$ cat config.mk
export PLATFORM = sky130hd
export DESIGN_NAME = pio_shared_ctrl
export DESIGN_NICKNAME = d
export VERILOG_FILES = /design/src/rtl/pio_pkg.sv /design/src/rtl/pio_life_fsm.sv /design/src/rtl/pio_cfg_regs.sv /design/src/rtl/pio_sync.sv /design/src/rtl/pio_pad_mux.sv /design/src/rtl/pio_shared_ctrl.sv
export SDC_FILE = /design/constraint.sdc
export NUM_CORES = 1
export LEC_CHECK = 0
export BUFFER_PORTS_ARGS = -buffer_cell sky130_fd_sc_hd__buf_2
export CAP_MARGIN = 10
export CORE_MARGIN = 2
export CORE_UTILIZATION = 50
export CTS_BUF_LIST = sky130_fd_sc_hd__clkbuf_8
export DETAILED_ROUTE_END_ITERATION = 7
export PLACE_DENSITY = 0.84
export SETUP_SLACK_MARGIN = 0.15
export SKIP_LAST_GASP = 1
export SYNTH_ARGS = -nofsm -noshare
export SYNTH_HDL_FRONTEND = slang
export SYNTH_SLANG_ARGS = --single-unit
export TNS_END_PERCENT = 1
$ cat constraint.sdc
create_clock -name clk -period 2.05 [get_ports clk]
set_input_delay 0.41 -clock clk [delete_from_list [all_inputs] [get_ports clk]]
set_output_delay 0.41 -clock clk [all_outputs]
set_load 0.02 [all_outputs]
$ cat src/rtl/pio_pkg.sv
package pio_pkg;

    typedef enum logic [2:0] {
        REG_MODE  = 3'd0,
        REG_DIR   = 3'd1,
        REG_DATA  = 3'd2,
        REG_PULL  = 3'd3,
        REG_LEVEL = 3'd4,
        REG_RSV5  = 3'd5,
        REG_RSV6  = 3'd6,
        REG_RSV7  = 3'd7
    } reg_sel_e;

    typedef enum logic [0:0] {
        ST_BOOT   = 1'b0,
        ST_ACTIVE = 1'b1
    } life_st_e;

endpackage

$ cat src/rtl/pio_life_fsm.sv
module pio_life_fsm
    import pio_pkg::*;
(
    input  logic     clk,
    input  logic     rst_n,
    output life_st_e state_o,
    output logic     boot_cycle_o,
    output logic     wr_allow_o
);

    life_st_e state_q;
    life_st_e state_d;

    always_ff @(posedge clk or negedge rst_n) begin
        if (!rst_n) begin
            state_q <= ST_BOOT;
        end else begin
            state_q <= state_d;
        end
    end

    always_comb begin
        state_d      = state_q;
        boot_cycle_o = 1'b0;
        wr_allow_o   = 1'b0;
        unique case (state_q)
            ST_BOOT: begin
                boot_cycle_o = 1'b1;
                state_d      = ST_ACTIVE;   // boot_done
            end
            ST_ACTIVE: begin
                wr_allow_o   = 1'b1;
                state_d      = ST_ACTIVE;   // hold_active
            end
            default: begin
                state_d      = ST_BOOT;
            end
        endcase
    end

    assign state_o = state_q;

endmodule

$ cat src/rtl/pio_cfg_regs.sv
module pio_cfg_regs
    import pio_pkg::*;
#(
    parameter int           N         = 32,
    parameter logic [N-1:0] MODE_RST  = '0,
    parameter logic [N-1:0] DIR_RST   = '0,
    parameter logic [N-1:0] PULL_RST  = '0,
    parameter logic [N-1:0] LOCK_MASK = '0
) (
    input  logic         clk,
    input  logic         rst_n,
    input  logic         boot_cycle_i,
    input  logic         wr_allow_i,
    input  logic         strap_i,
    input  logic         wr_en_i,
    input  reg_sel_e     wr_sel_i,
    input  logic [N-1:0] wr_data_i,
    output logic [N-1:0] mode_o,
    output logic [N-1:0] dir_o,
    output logic [N-1:0] data_o,
    output logic [N-1:0] pull_o,
    output logic         lock_o
);

    logic [N-1:0] mode_q, dir_q, data_q, pull_q;
    logic         lock_q;
    logic [N-1:0] held_mask;

    // Pins that software may not touch once the strap lock is latched.
    assign held_mask = {N{lock_q}} & LOCK_MASK;

    always_ff @(posedge clk or negedge rst_n) begin
        if (!rst_n) begin
            mode_q <= MODE_RST;
            dir_q  <= DIR_RST;
            pull_q <= PULL_RST;
            data_q <= '0;
            lock_q <= 1'b0;
        end else if (boot_cycle_i) begin
            lock_q <= ~strap_i;
            if (!strap_i) begin
                mode_q <= mode_q & ~LOCK_MASK;
            end
        end else if (wr_allow_i && wr_en_i) begin
            unique case (wr_sel_i)
                REG_MODE: mode_q <= wr_data_i & ~held_mask;
                REG_DIR:  dir_q  <= (wr_data_i & ~held_mask) | (dir_q & held_mask);
                REG_DATA: data_q <= wr_data_i;
                REG_PULL: pull_q <= wr_data_i;
                default: ;
            endcase
        end
    end

    assign mode_o = mode_q;
    assign dir_o  = dir_q;
    assign data_o = data_q;
    assign pull_o = pull_q;
    assign lock_o = lock_q;

endmodule

$ cat src/rtl/pio_sync.sv
module pio_sync #(
    parameter int N      = 32,
    parameter int STAGES = 2
) (
    input  logic         clk,
    input  logic         rst_n,
    input  logic [N-1:0] async_i,
    output logic [N-1:0] sync_o
);

    logic [N-1:0] chain_q [STAGES];

    for (genvar s = 0; s < STAGES; s++) begin : g_stage
        if (s == 0) begin : g_first
            always_ff @(posedge clk or negedge rst_n) begin
                if (!rst_n) chain_q[s] <= '0;
                else        chain_q[s] <= async_i;
            end
        end else begin : g_next
            always_ff @(posedge clk or negedge rst_n) begin
                if (!rst_n) chain_q[s] <= '0;
                else        chain_q[s] <= chain_q[s-1];
            end
        end
    end

    assign sync_o = chain_q[STAGES-1];

endmodule

$ cat src/rtl/pio_pad_mux.sv
module pio_pad_mux #(
    parameter int           N        = 32,
    parameter logic [N-1:0] ISO_MASK = '0
) (
    input  logic         float_req_i,
    input  logic [N-1:0] mode_i,
    input  logic [N-1:0] dir_i,
    input  logic [N-1:0] data_i,
    input  logic [N-1:0] pull_i,
    input  logic [N-1:0] periph_out_i,
    input  logic [N-1:0] periph_oe_i,
    output logic [N-1:0] pad_out_o,
    output logic [N-1:0] pad_oe_o,
    output logic [N-1:0] pull_up_o,
    output logic [N-1:0] pull_dn_o
);

    for (genvar p = 0; p < N; p++) begin : g_pin
        logic in_mode;
        assign in_mode = mode_i[p] & ~dir_i[p];

        if (ISO_MASK[p]) begin : g_iso
            assign pad_oe_o[p] = mode_i[p] ? dir_i[p]
                                           : (periph_oe_i[p] & ~float_req_i);
        end else begin : g_plain
            assign pad_oe_o[p] = mode_i[p] ? dir_i[p] : periph_oe_i[p];
        end

        assign pad_out_o[p] = mode_i[p] ? data_i[p] : periph_out_i[p];
        assign pull_up_o[p] = in_mode &  pull_i[p];
        assign pull_dn_o[p] = in_mode & ~pull_i[p];
    end

endmodule

$ cat src/rtl/pio_shared_ctrl.sv
module pio_shared_ctrl
    import pio_pkg::*;
#(
    parameter int           N         = 32,
    parameter int           SYNC_LEN  = 2,
    parameter logic [N-1:0] MODE_RST  = 32'h2000_FFC0,
    parameter logic [N-1:0] DIR_RST   = 32'h0000_0F00,
    parameter logic [N-1:0] PULL_RST  = 32'h2000_00C0,
    parameter logic [N-1:0] LOCK_MASK = 32'h8000_4000,
    parameter logic [N-1:0] ISO_MASK  = 32'h0007_0000
) (
    input  logic         clk,
    input  logic         rst_n,
    input  logic         strap_i,
    input  logic         hold_i,
    input  logic         isolate_i,
    input  logic         wr_en_i,
    input  logic [2:0]   wr_addr_i,
    input  logic [N-1:0] wr_data_i,
    input  logic [2:0]   rd_addr_i,
    output logic [N-1:0] rd_data_o,
    input  logic [N-1:0] periph_out_i,
    input  logic [N-1:0] periph_oe_i,
    output logic [N-1:0] periph_in_o,
    input  logic [N-1:0] pad_in_i,
    output logic [N-1:0] pad_out_o,
    output logic [N-1:0] pad_oe_o,
    output logic [N-1:0] pull_up_o,
    output logic [N-1:0] pull_dn_o
);

    life_st_e     state_w;
    logic         boot_w, allow_w, lock_w;
    logic [N-1:0] mode_w, dir_w, data_w, pull_w, lvl_w;

    pio_life_fsm u_fsm (
        .clk          (clk),
        .rst_n        (rst_n),
        .state_o      (state_w),
        .boot_cycle_o (boot_w),
        .wr_allow_o   (allow_w)
    );

    pio_cfg_regs #(
        .N(N), .MODE_RST(MODE_RST), .DIR_RST(DIR_RST),
        .PULL_RST(PULL_RST), .LOCK_MASK(LOCK_MASK)
    ) u_regs (
        .clk          (clk),
        .rst_n        (rst_n),
        .boot_cycle_i (boot_w),
        .wr_allow_i   (allow_w),
        .strap_i      (strap_i),
        .wr_en_i      (wr_en_i),
        .wr_sel_i     (reg_sel_e'(wr_addr_i)),
        .wr_data_i    (wr_data_i),
        .mode_o       (mode_w),
        .dir_o        (dir_w),
        .data_o       (data_w),
        .pull_o       (pull_w),
        .lock_o       (lock_w)
    );

    pio_sync #(.N(N), .STAGES(SYNC_LEN)) u_sync (
        .clk     (clk),
        .rst_n   (rst_n),
        .async_i (pad_in_i),
        .sync_o  (lvl_w)
    );

    pio_pad_mux #(.N(N), .ISO_MASK(ISO_MASK)) u_mux (
        .float_req_i  (hold_i | isolate_i),
        .mode_i       (mode_w),
        .dir_i        (dir_w),
        .data_i       (data_w),
        .pull_i       (pull_w),
        .periph_out_i (periph_out_i),
        .periph_oe_i  (periph_oe_i),
        .pad_out_o    (pad_out_o),
        .pad_oe_o     (pad_oe_o),
        .pull_up_o    (pull_up_o),
        .pull_dn_o    (pull_dn_o)
    );

    assign periph_in_o = pad_in_i;

    always_comb begin
        unique case (reg_sel_e'(rd_addr_i))
            REG_MODE:  rd_data_o = mode_w;
            REG_DIR:   rd_data_o = dir_w;
            REG_DATA:  rd_data_o = data_w;
            REG_PULL:  rd_data_o = pull_w;
            REG_LEVEL: rd_data_o = lvl_w;
            default:   rd_data_o = '0;
        endcase
    end

endmodule

* Word-level counts from Yosys, hierarchy flattened
Index checks and enable logic that the tools add are counted.
Word-level totals: flip-flop bits (word level) 194, bits of input ports 140, output and inout bits 192, word-level logic and storage cells 267
Operators by class: eq/ne operators 10, multiplexer cells 70, bitwise operators 170, reductions and logical operators 8
Operators by type and width (number):
- 32-bit case mux with 5 select lines | 1
- 32-bit 2-to-1 mux | 4
- 1-bit AND | 99
- 1-bit NOT | 66
- 1-bit 2-to-1 mux | 65
- 32-bit AND | 2
- 32-bit NOT | 1
- 32-bit OR | 1
- 3-bit AND reduction | 5
- 3-bit by 2-bit == test with 1-bit output (second input constant) | 4
- 3-bit by 1-bit == test with 1-bit output (second input constant) | 2
- 3-bit zero test | 2
- 2-bit by 1-bit inequality test with 1-bit output (second input constant) | 3
- 3-bit == test (second input constant) | 1
- 1-bit logical AND | 1
- 1-bit OR | 1

* Logic depth before layout (Yosys ltp)
Gate-level depths: netlist of run 1.
word-level depth 5, gate-level depth with buffers 5, depth with buffers taken out 3

* By module
Synthesis of run 1 repeated with hierarchy kept, for this count alone.
Second synthesis, totals: cell total of the unflattened synthesis 716, area total of the unflattened synthesis 9999.6 µm²
Modules (own cells, without submodules):
- pio_cfg_regs | instances 1, cells each 291, area each 5044.8 µm², seq. area each 3250.6 µm²
- pio_sync | instances 1, cells each 96, area each 1841.8 µm², seq. area each 1601.5 µm²
- pio_shared_ctrl | instances 1, cells each 191, area each 1612.8 µm², seq. area each 0.0 µm²
- pio_pad_mux | instances 1, cells each 134, area each 1460.2 µm², seq. area each 0.0 µm²
- pio_life_fsm | instances 1, cells each 4, area each 40.0 µm², seq. area each 25.0 µm²

* Worst setup path before layout of run 1
Ideal clock, no wire load.
path type input -> output, start point input rd_addr_i[1], end point output rd_data_o[10], data arrival time 1.493 ns, required time 1.640 ns, setup slack 0.147 ns, cell stages on the path 5, buffers on the path 2, path through buf_2 buf_2 mux2i_1 o2bb2ai_1 a221o_1
On the way: word-level cells in the longest chain between the ends 2, elaborated cells on any way between the ends 6, classes of those cells 4 x eq/ne; 1 x mux; 1 x reduce/logical
RTL lines:
- start: declaration | RTL line pio_shared_ctrl.sv:20 | input logic [2:0] rd_addr_i,
- 3-bit == test, or another cell as far along | RTL line pio_shared_ctrl.sv:87 | unique case (reg_sel_e'(rd_addr_i))
- 32-bit case mux with 5 select lines (*) | RTL line pio_shared_ctrl.sv:87
- end: declaration | RTL line pio_shared_ctrl.sv:21 | output logic [N-1:0] rd_data_o,
Mark *: on every way between the ends. The rest lies on a longest branch, timed or not.

* Worst setup path after layout of run 1
start point input rd_addr_i[1], end point output rd_data_o[14]
Same word-level chain as after synthesis.

==> results of run 1 <==
## worst max-delay path, delay by kind of cell
family / cells / cell delay, ns
compound gates: 1 / 0.38
buf+inv: 3 / 0.44
simple gates: 2 / 0.36
## cell families (layout without fill, tap and decap cells)
logic type,Yosys count,after routing
AOI/OAI and AO/OA,70,70
buffers and inverters,63,402
DFF,194,194
muxes,222,222
other,1,1
and+or+nand+nor,87,87
## where the power goes
part / switching (uW) / internal, uW / total, uW
Combinational: 1720 / 1740 / 3460
Sequential: 713 / 4540 / 5250
Clock: 1360 / 1020 / 2380
Total: 3800 / 7290 / 11100
## metal layers
layer | vias up | routed length (um) | GRT usage, %
met5 | - | 0 | 0
met4 | 0 | 520 | 8.42
met3 | 34 | 1090 | 3.48
met2 | 254 | 12000 | 41.8
met1 | 3318 | 10400 | 32.2
li1 | 3007 | - | -
## synthesized netlist by cell type, drive strengths merged, types with 3 or more instances
| cell type | number |
|---|---|
| mux2i | 34 |
| o2bb2ai | 31 |
| dfstp | 18 |
| a221o | 31 |
| and3b | 32 |
| nor2b | 3 |
| dfrtp | 176 |
| nor3b | 34 |
| mux2 | 188 |
| o21ai | 5 |
| nand2 | 10 |
| buf | 59 |
| clkbuf | 3 |
## sequential cells by signal (all words and copies together) (netlist names), named ones only
signal / cells
u_fsm.state_o: 1
u_regs.data_o: 32
u_regs.dir_o: 30
u_regs.lock_o: 1
u_regs.mode_o: 32
u_regs.pull_o: 32
u_sync.chain_q: 32
u_sync.sync_o: 32
## through the flow
stage / total power, uW / cells / hold slack (ns)
floorplan: 7410 / 637 / 0.114
global placement: 8520 / 1156 / 0.332
detailed placement: 8630 / 1156 / 0.335
CTS: 11100 / 1196 / 0.0305
global route: 11600 / 1205 / 0.0323
finish: 11100 / 1205 / 0.0660
## area by class of cell
cell class / instances / area share, %
timing repair buffer: 370 / 18.7
clock inverter: 13 / 1.08
clock buffer: 18 / 2.13
sequential: 194 / 42.0
inverter: 1 / 0.0323
tap: 229 / 2.47
multi-input combinational: 380 / 33.5
## repair_timing
item | 4_1_cts | 5_1_grt
endpoints found under the setup margin | 58 | 81
hold buffers | 1 | 0
pin swaps | 0 | 1
buffers inserted | 6 | 9
gates resized for setup | 7 | 14
gates cloned | 2 | 0
endpoints found under the hold margin | 33 | 0
## worst max path at each step
stage / startpoint / endpoint / slack [ns] / cells after the start
after global placement: rd_addr_i[1] / rd_data_o[14] / 0.03 / 6
final: rd_addr_i[1] / rd_data_o[14] / 0.02 / 6
after detailed placement: rd_addr_i[1] / rd_data_o[21] / -0.01 / 6
after global routing: u_regs.dir_o[17] / rd_data_o[17] / -0.01 / 4
after floorplan: rd_addr_i[1] / rd_data_o[10] / 0.15 / 5
after CTS: rd_addr_i[1] / rd_data_o[14] / 0.02 / 6
==> results.md, run 1 <==
- Status: finished clean
- Largest net degree at the start of global routing: 57
- Highest-delay cell along the critical path: a221o_1
- Initial Utilization: roughly 50%
- Async SR Flop Fraction: 100%
- GP Congestion: roughly 0.84
- Worst setup margin: around 0.022 ns
- CP required: around 1.6 ns
- Num ports: between 300 and 400
- Worst-skew pair later-pin latency: 0.45 ns
- Core Util, Final: between 60% and 70%
- Most common cell after layout, fill and taps aside: buf_2
- Syn. warnings: 0
- Crit. End Element: output port
- Finished Cell Area: ~12000 um2
- CTS tree: built
- GRT Resource Usage Total: between 20% and 30%
- Via count: between 6000 and 7000
- CP arrival: around 1.6 ns
- Drt wl/cell: 20.0 um
- Layout fillers: about 1400
- Vias in the first global route: roughly 6700
- Leakage: 0.00575 uW
- Htree depth: 4
- Die height: 140 um
- Final setup TNS: 0 ns
- Clock Tree Buf Depth: 2
- Mapped Area: 9210 um2
- Crit-path cells: buf_6, nor2b_1, and2b_2, buf_12, a221o_1, buf_6
- Leading area contributor after synthesis: dfrtp_1
- Max Cap Viol: 0
- CTS root buf: clkbuf_8
- Avg Cell Area, Syn: about 14 um2
- Drt pass-1 iters: 4
- Layout Skew: between 0.01 and 0.015 ns
- Routed vias/inst: approximately 5.5
- Yosys cell types: 33
- Initial DRC Count: between 200 and 250
- First-pass GRT wire length: approximately 37000 um
- Fmax: between 400 and 500 MHz
- Die footprint: 19500 um2
- Cells after synthesis: 637
- Reg2reg start: u_fsm.state_o
- Adder-cell share of the synthesized area: 0%
- Clock Pin Slew Worst Setup and Hold Paths: approximately 0.1 ns
- Yosys top cell area share: a little under half
- Min-Delay Path Class: input pin to flip-flop
- Net count after synthesis: around 780
- CP Max Fanout: 19
- Area growth, synth to finish: 26.2%
- Simple-Gate Fraction of Synth Area: 7.17%
- Yosys reg bits: between 150 and 200
- Layout cells sized above 1: a little over three fifths
- Sink of the worst hold path: u_sync.chain_q[41]
- GRT overflow: 0
- Mux share of post-synthesis cell area: roughly 28%
- Final setup fails: 0
- Cells on worst reg2reg path: 4
- Ant diodes: 0
- CP startpoint kind: input pin
- Worst slack at placement: -0.0148 ns
- Final hold violations: 0
- Commonest non-fill, non-tap cells in the layout: buf_2, dfrtp_1, mux2_2
- Slowest cell delay on critical path: between 0.3 and 0.4 ns
- Reg area: slightly below 5000 um2
- CTS buffer count: 17
- Crit-path most repeated cell: buf_6
- Placed Instance Area: ~11000 um2
- FF-to-FF End: u_regs.mode_o[30]
- DRC viols: 0
- Area of the multi-input gates: 3900 um2
- Worst R2R Setup Slack: 0.36 ns
- RSZ-0062 raised after global routing: yes
- EDFF count, synth: 0
- Compound-gate portion of the synthesized area: roughly 6.8%
- ANT nets after route: 0
- Tcrit/Tclk final: between 90% and 100%
- XOR/XNOR Fraction of Synth Area: 0%
- Initial antenna violation count: 0
- Worst Path Class, Setup: input pin to output port
- Row cnt: just under 50
- Core ar.: roughly 18000 um2
- Tmin final: 2.03 ns
- Maximum VDD drop: about 0.52 mV
- Sink Count: between 150 and 200
- IO Port Bufs: 331
- Hold path start: pad_in_i[9]
- Seq/Total Area, Yosys: 53.0%
- Final WL: around 24000 um
- Slew Viols, Final: 0
- Primary FF master, synth: dfrtp_1
- Hold Crit Depth: 1
- Die width: about 140 um
- Post-DP HPWL: approximately 17000 um
- Pwr dens: between 900 and 1000 nW/um2
- Main combinational cell family by area after synthesis: multiplexers
- Final net count: ~1100
- Top cells by area, synth: dfrtp_1, mux2_2, dfstp_2
Note: power is estimated with default switching activity, not from simulation.
==> run 2: changes to the inputs <==
--- a/config.mk
+++ b/config.mk
@@ -11,10 +11,11 @@
 export CORE_UTILIZATION = 50
 export CTS_BUF_LIST = sky130_fd_sc_hd__clkbuf_8
 export DETAILED_ROUTE_END_ITERATION = 7
-export PLACE_DENSITY = 0.84
+export PLACE_DENSITY = 0.83
 export SETUP_SLACK_MARGIN = 0.15
 export SKIP_LAST_GASP = 1
 export SYNTH_ARGS = -nofsm -noshare
 export SYNTH_HDL_FRONTEND = slang
+export SYNTH_HIERARCHICAL = 1
 export SYNTH_SLANG_ARGS = --single-unit
 export TNS_END_PERCENT = 1
==> results.md, run 2 <==
- Status: finished clean (unchanged)
- Flop pwr share: 46.7% (was 47.4%)
- GRT Resource Usage Total: 24.5% (about the same)
- Most Crowded Layer GR: met2 (unchanged)
- GP Congestion: 0.829 (was 0.837)
- Drt pass-1 iters: 5 (was 4)
- XOR/XNOR Fraction of Synth Area: 0% (unchanged)
- GR Util met1: 29.9% (was 32.2%)
- Net Switching: 3760 uW (was 3800 uW)
- Combinational group share of total power: 30.2% (was 31.2%)
- CP required: 1.64 ns (about the same)
- Row cnt: 51 (was 49)
- Crit-path most repeated cell: buf_4 (was buf_6)
- Tcrit/Tclk final: 98.7% (was 98.9%)
- Final setup fails: 0 (unchanged)
- Sink Count: 194 (unchanged)
- Adder-cell share of the synthesized area: 0% (unchanged)
- Post-DP HPWL: 19300 um (was 16500 um)
- Slowest cell delay on critical path: 0.20 ns (was 0.38 ns)
- Die footprint: 21100 um2 (was 19500 um2)
- Cells after synthesis: 716 (was 637)
- Routed vias/inst: 5.50 (was 5.49)
- IO Port Bufs: 331 (unchanged)
- Clock Tree Buf Depth: 2 (unchanged)
- Vias in the first global route: 7274 (was 6730)
- CTS tree: built (unchanged)
- Area growth, synth to finish: 23.7% (was 26.2%)
- Die height: 145 um (was 140 um)
- Layout Skew: 0.0126 ns (was 0.0102 ns)
- Num ports: 332 (unchanged)
- RSZ-0062 raised after global routing: yes (unchanged)
- Slew Viols, Final: 0 (unchanged)
- Leading area contributor after synthesis: dfrtp_1 (unchanged)
- Async SR Flop Fraction: 100% (unchanged)
- Worst Path Class, Setup: input pin to output port (unchanged)
- Crit. End Element: output port (unchanged)
- Max Cap Viol: 0 (unchanged)
- Tmin final: 2.02 ns (was 2.03 ns)
- Fmax: 494 MHz (was 493 MHz)
- Crit-path cells: buf_2, buf_4, nor2b_4, buf_12, a22oi_1, o21ai_1, buf_4 (was buf_6, nor2b_1, and2b_2, buf_12, a221o_1, buf_6)
- Placed insts: 1243 (was 1156)
- Yosys reg bits: 194 (unchanged)
- CTS root buf: clkbuf_8 (unchanged)
- Initial Utilization: 51.2% (was 51.1%)
- Seq/Total Area, Yosys: 48.8% (was 53.0%)
- Yosys top cell area share: 44.0% (was 47.8%)
- Primary FF master, synth: dfrtp_1 (unchanged)
- Die width: 145 um (was 140 um)
- Clk pwr share: 23.1% (was 21.4%)
- Core ar.: 19500 um2 (was 18000 um2)
- Final net count: 1170 (was 1104)
- Mapped Area: 10000 um2 (was 9210 um2)
- Layout cells sized above 1: 65.4% (was 63.1%)
- Pwr dens: 886 nW/um2 (was 954 nW/um2)
- Commonest non-fill, non-tap cells in the layout: buf_2, dfrtp_1, mux2_2, mux2_4, mux2_1 (was buf_2, dfrtp_1, mux2_2)
- EDFF count, synth: 0 (unchanged)
- CP arrival: 1.61 ns (was 1.62 ns)
- Highest-delay cell along the critical path: nor2b_4 (was a221o_1)
- Min-Delay Path Class: input pin to flip-flop (unchanged)
- Initial DRC Count: 373 (was 230)
- Via count: 7201 (was 6613)
- Worst setup margin: 0.0272 ns (was 0.0218 ns)
- Net count after synthesis: 856 (was 777)
- Main combinational cell family by area after synthesis: multiplexers (unchanged)
- ANT nets after route: 0 (unchanged)
- Mux share of post-synthesis cell area: 27.0% (was 27.8%)
- Int Pwr: 7190 uW (was 7290 uW)
- Simple-Gate Fraction of Synth Area: 8.95% (was 7.17%)
- Leading cell types by count after synthesis: dfrtp_1, mux2_2, buf_4, mux2_1, mux2_4 (was dfrtp_1, mux2_2, mux2i_1, nor3b_1)
- Sw Ratio: 34.3% (about the same)
- Avg Cell Area, Syn: 14.0 um2 (was 14.5 um2)
- CP startpoint kind: input pin (unchanged)
- Top cells by area, synth: dfrtp_1, mux2_2, mux2_4 (was dfrtp_1, mux2_2, dfstp_2)
- Final WL: 26400 um (was 24000 um)
- Leakage: 0.00617 uW (was 0.00575 uW)
- CTS buffer count: 17 (unchanged)
- Count leader, synth: dfrtp_1 (unchanged)
- Met2 GRT Util: 43.3% (was 41.8%)
- Met3 Track Usage GR: 5.58% (was 3.48%)
- Final setup TNS: 0 ns (unchanged)
- Syn. warnings: 6 (was 0)
- First-pass GRT wire length: 40600 um (was 37300 um)
- Initial antenna violation count: 3 (was 0)
- Yosys cell types: 37 (was 33)
- Maximum VDD drop: 0.456 mV (was 0.515 mV)
- Clock Pin Slew Worst Setup and Hold Paths: 0.11 ns (was 0.10 ns)
- Htree depth: 4 (unchanged)
- DRC viols: 0 (unchanged)
- Worst slack at placement: 0.0389 ns (was -0.0148 ns)
- GRT overflow: 0 (unchanged)
- CP Max Fanout: 15 (was 19)
- Drt wl/cell: 20.1 um (was 20.0 um)
- Largest net degree at the start of global routing: 50 (was 57)
- Hold Crit Depth: 1 (unchanged)
- Final hold violations: 0 (unchanged)
- Most common cell after layout, fill and taps aside: buf_2 (unchanged)
- Worst-skew pair later-pin latency: 0.46 ns (was 0.45 ns)
- Compound-gate portion of the synthesized area: 7.19% (was 6.81%)
- Non-filler cells in the finished layout: 1310 (was 1205)
- Cells on worst reg2reg path: 5 (was 4)
==> run 2: cell types whose count changed in the layout (fill, tap and decap cells not counted), sizes merged, moves of 5 or more <==
cell,previous run,this run
nand2,10,5
o2bb2ai,31,0
a221o,31,0
mux2i,34,0
a22oi,0,31
mux2,188,219
o21ai,5,36
a32oi,0,32
nand2b,1,6
buf,368,397
==> run 2: cell type report <==
type,instances,area (um2)
Antenna cell,2,5.00
Sequential cell,194,4880
Tap cell,265,332
Multi-Input combinational cell,415,4370
Inverter,3,11.3
Clock buffer,18,248
Clock inverter,14,166
Fill cell,1488,7160
Timing Repair Buffer,399,2360
==> run 2: cell families after synthesis <==
logic type,count (synthesis)
mux,219
other cells,1
compound gates,102
flops,194
buf+inv,107
simple gates,93
==> run 2: timing repair <==
item,CTS,global route
pin swaps,0,0
buffers inserted,24,8
gates resized for setup,4,7
hold endpoints to repair,39,0
hold buffers,1,0
endpoints found under the setup margin,61,92
==> run 2: worst paths after layout <==
kind	slack, ns	startpoint	endpoint
max	0.03	rd_addr_i[0]	rd_data_o[20]
min reg2reg	0.36	u_sync/chain_q[35]	u_sync/sync_o[3]
min in group asynchronous	0.47	rst_n	u_sync/sync_o[22]
max reg2reg	0.38	u_fsm/state_o	u_regs/dir_o[19]
max in group asynchronous	0.93	rst_n	u_regs/mode_o[13]
min	0.06	pad_in_i[15]	u_sync/chain_q[47]
==> run 2: power groups by stage <==
stage,Clock (uW),Combinational (uW),Sequential [uW]
after floorplan,0,2200,4960
after global placement,0,2960,5200
after detailed placement,0,3030,5250
after CTS,2610,3250,5110
after global routing,2770,3510,5200
final,2530,3300,5120
==> run 2: routing by layer <==
layer | vias up | share of wire [%]
met5 | - | 0.049
met4 | 2 | 2.1
met3 | 44 | 6.7
met2 | 336 | 51
met1 | 3602 | 40
li1 | 3217 | -
==> run 2: stage by stage <==
step                      hold slack, ns  util, %  total power, uW  area [um2]
after global routing              0.0125     63.3            11500       12400
after detailed placement           0.335     59.7             8280       11700
after CTS                         0.0251     62.9            11000       12300
final                             0.0570     63.3            11000       12400
after floorplan                    0.114        -             7150       10000
after global placement             0.332     59.7             8160       11700
==> run 2: critical path, delay by kind of cell <==
kind,cells,cell delay [ns]
AOI/OAI and AO/OA,2,0.30
buffers and inverters,4,0.68
and+or+nand+nor,1,0.20
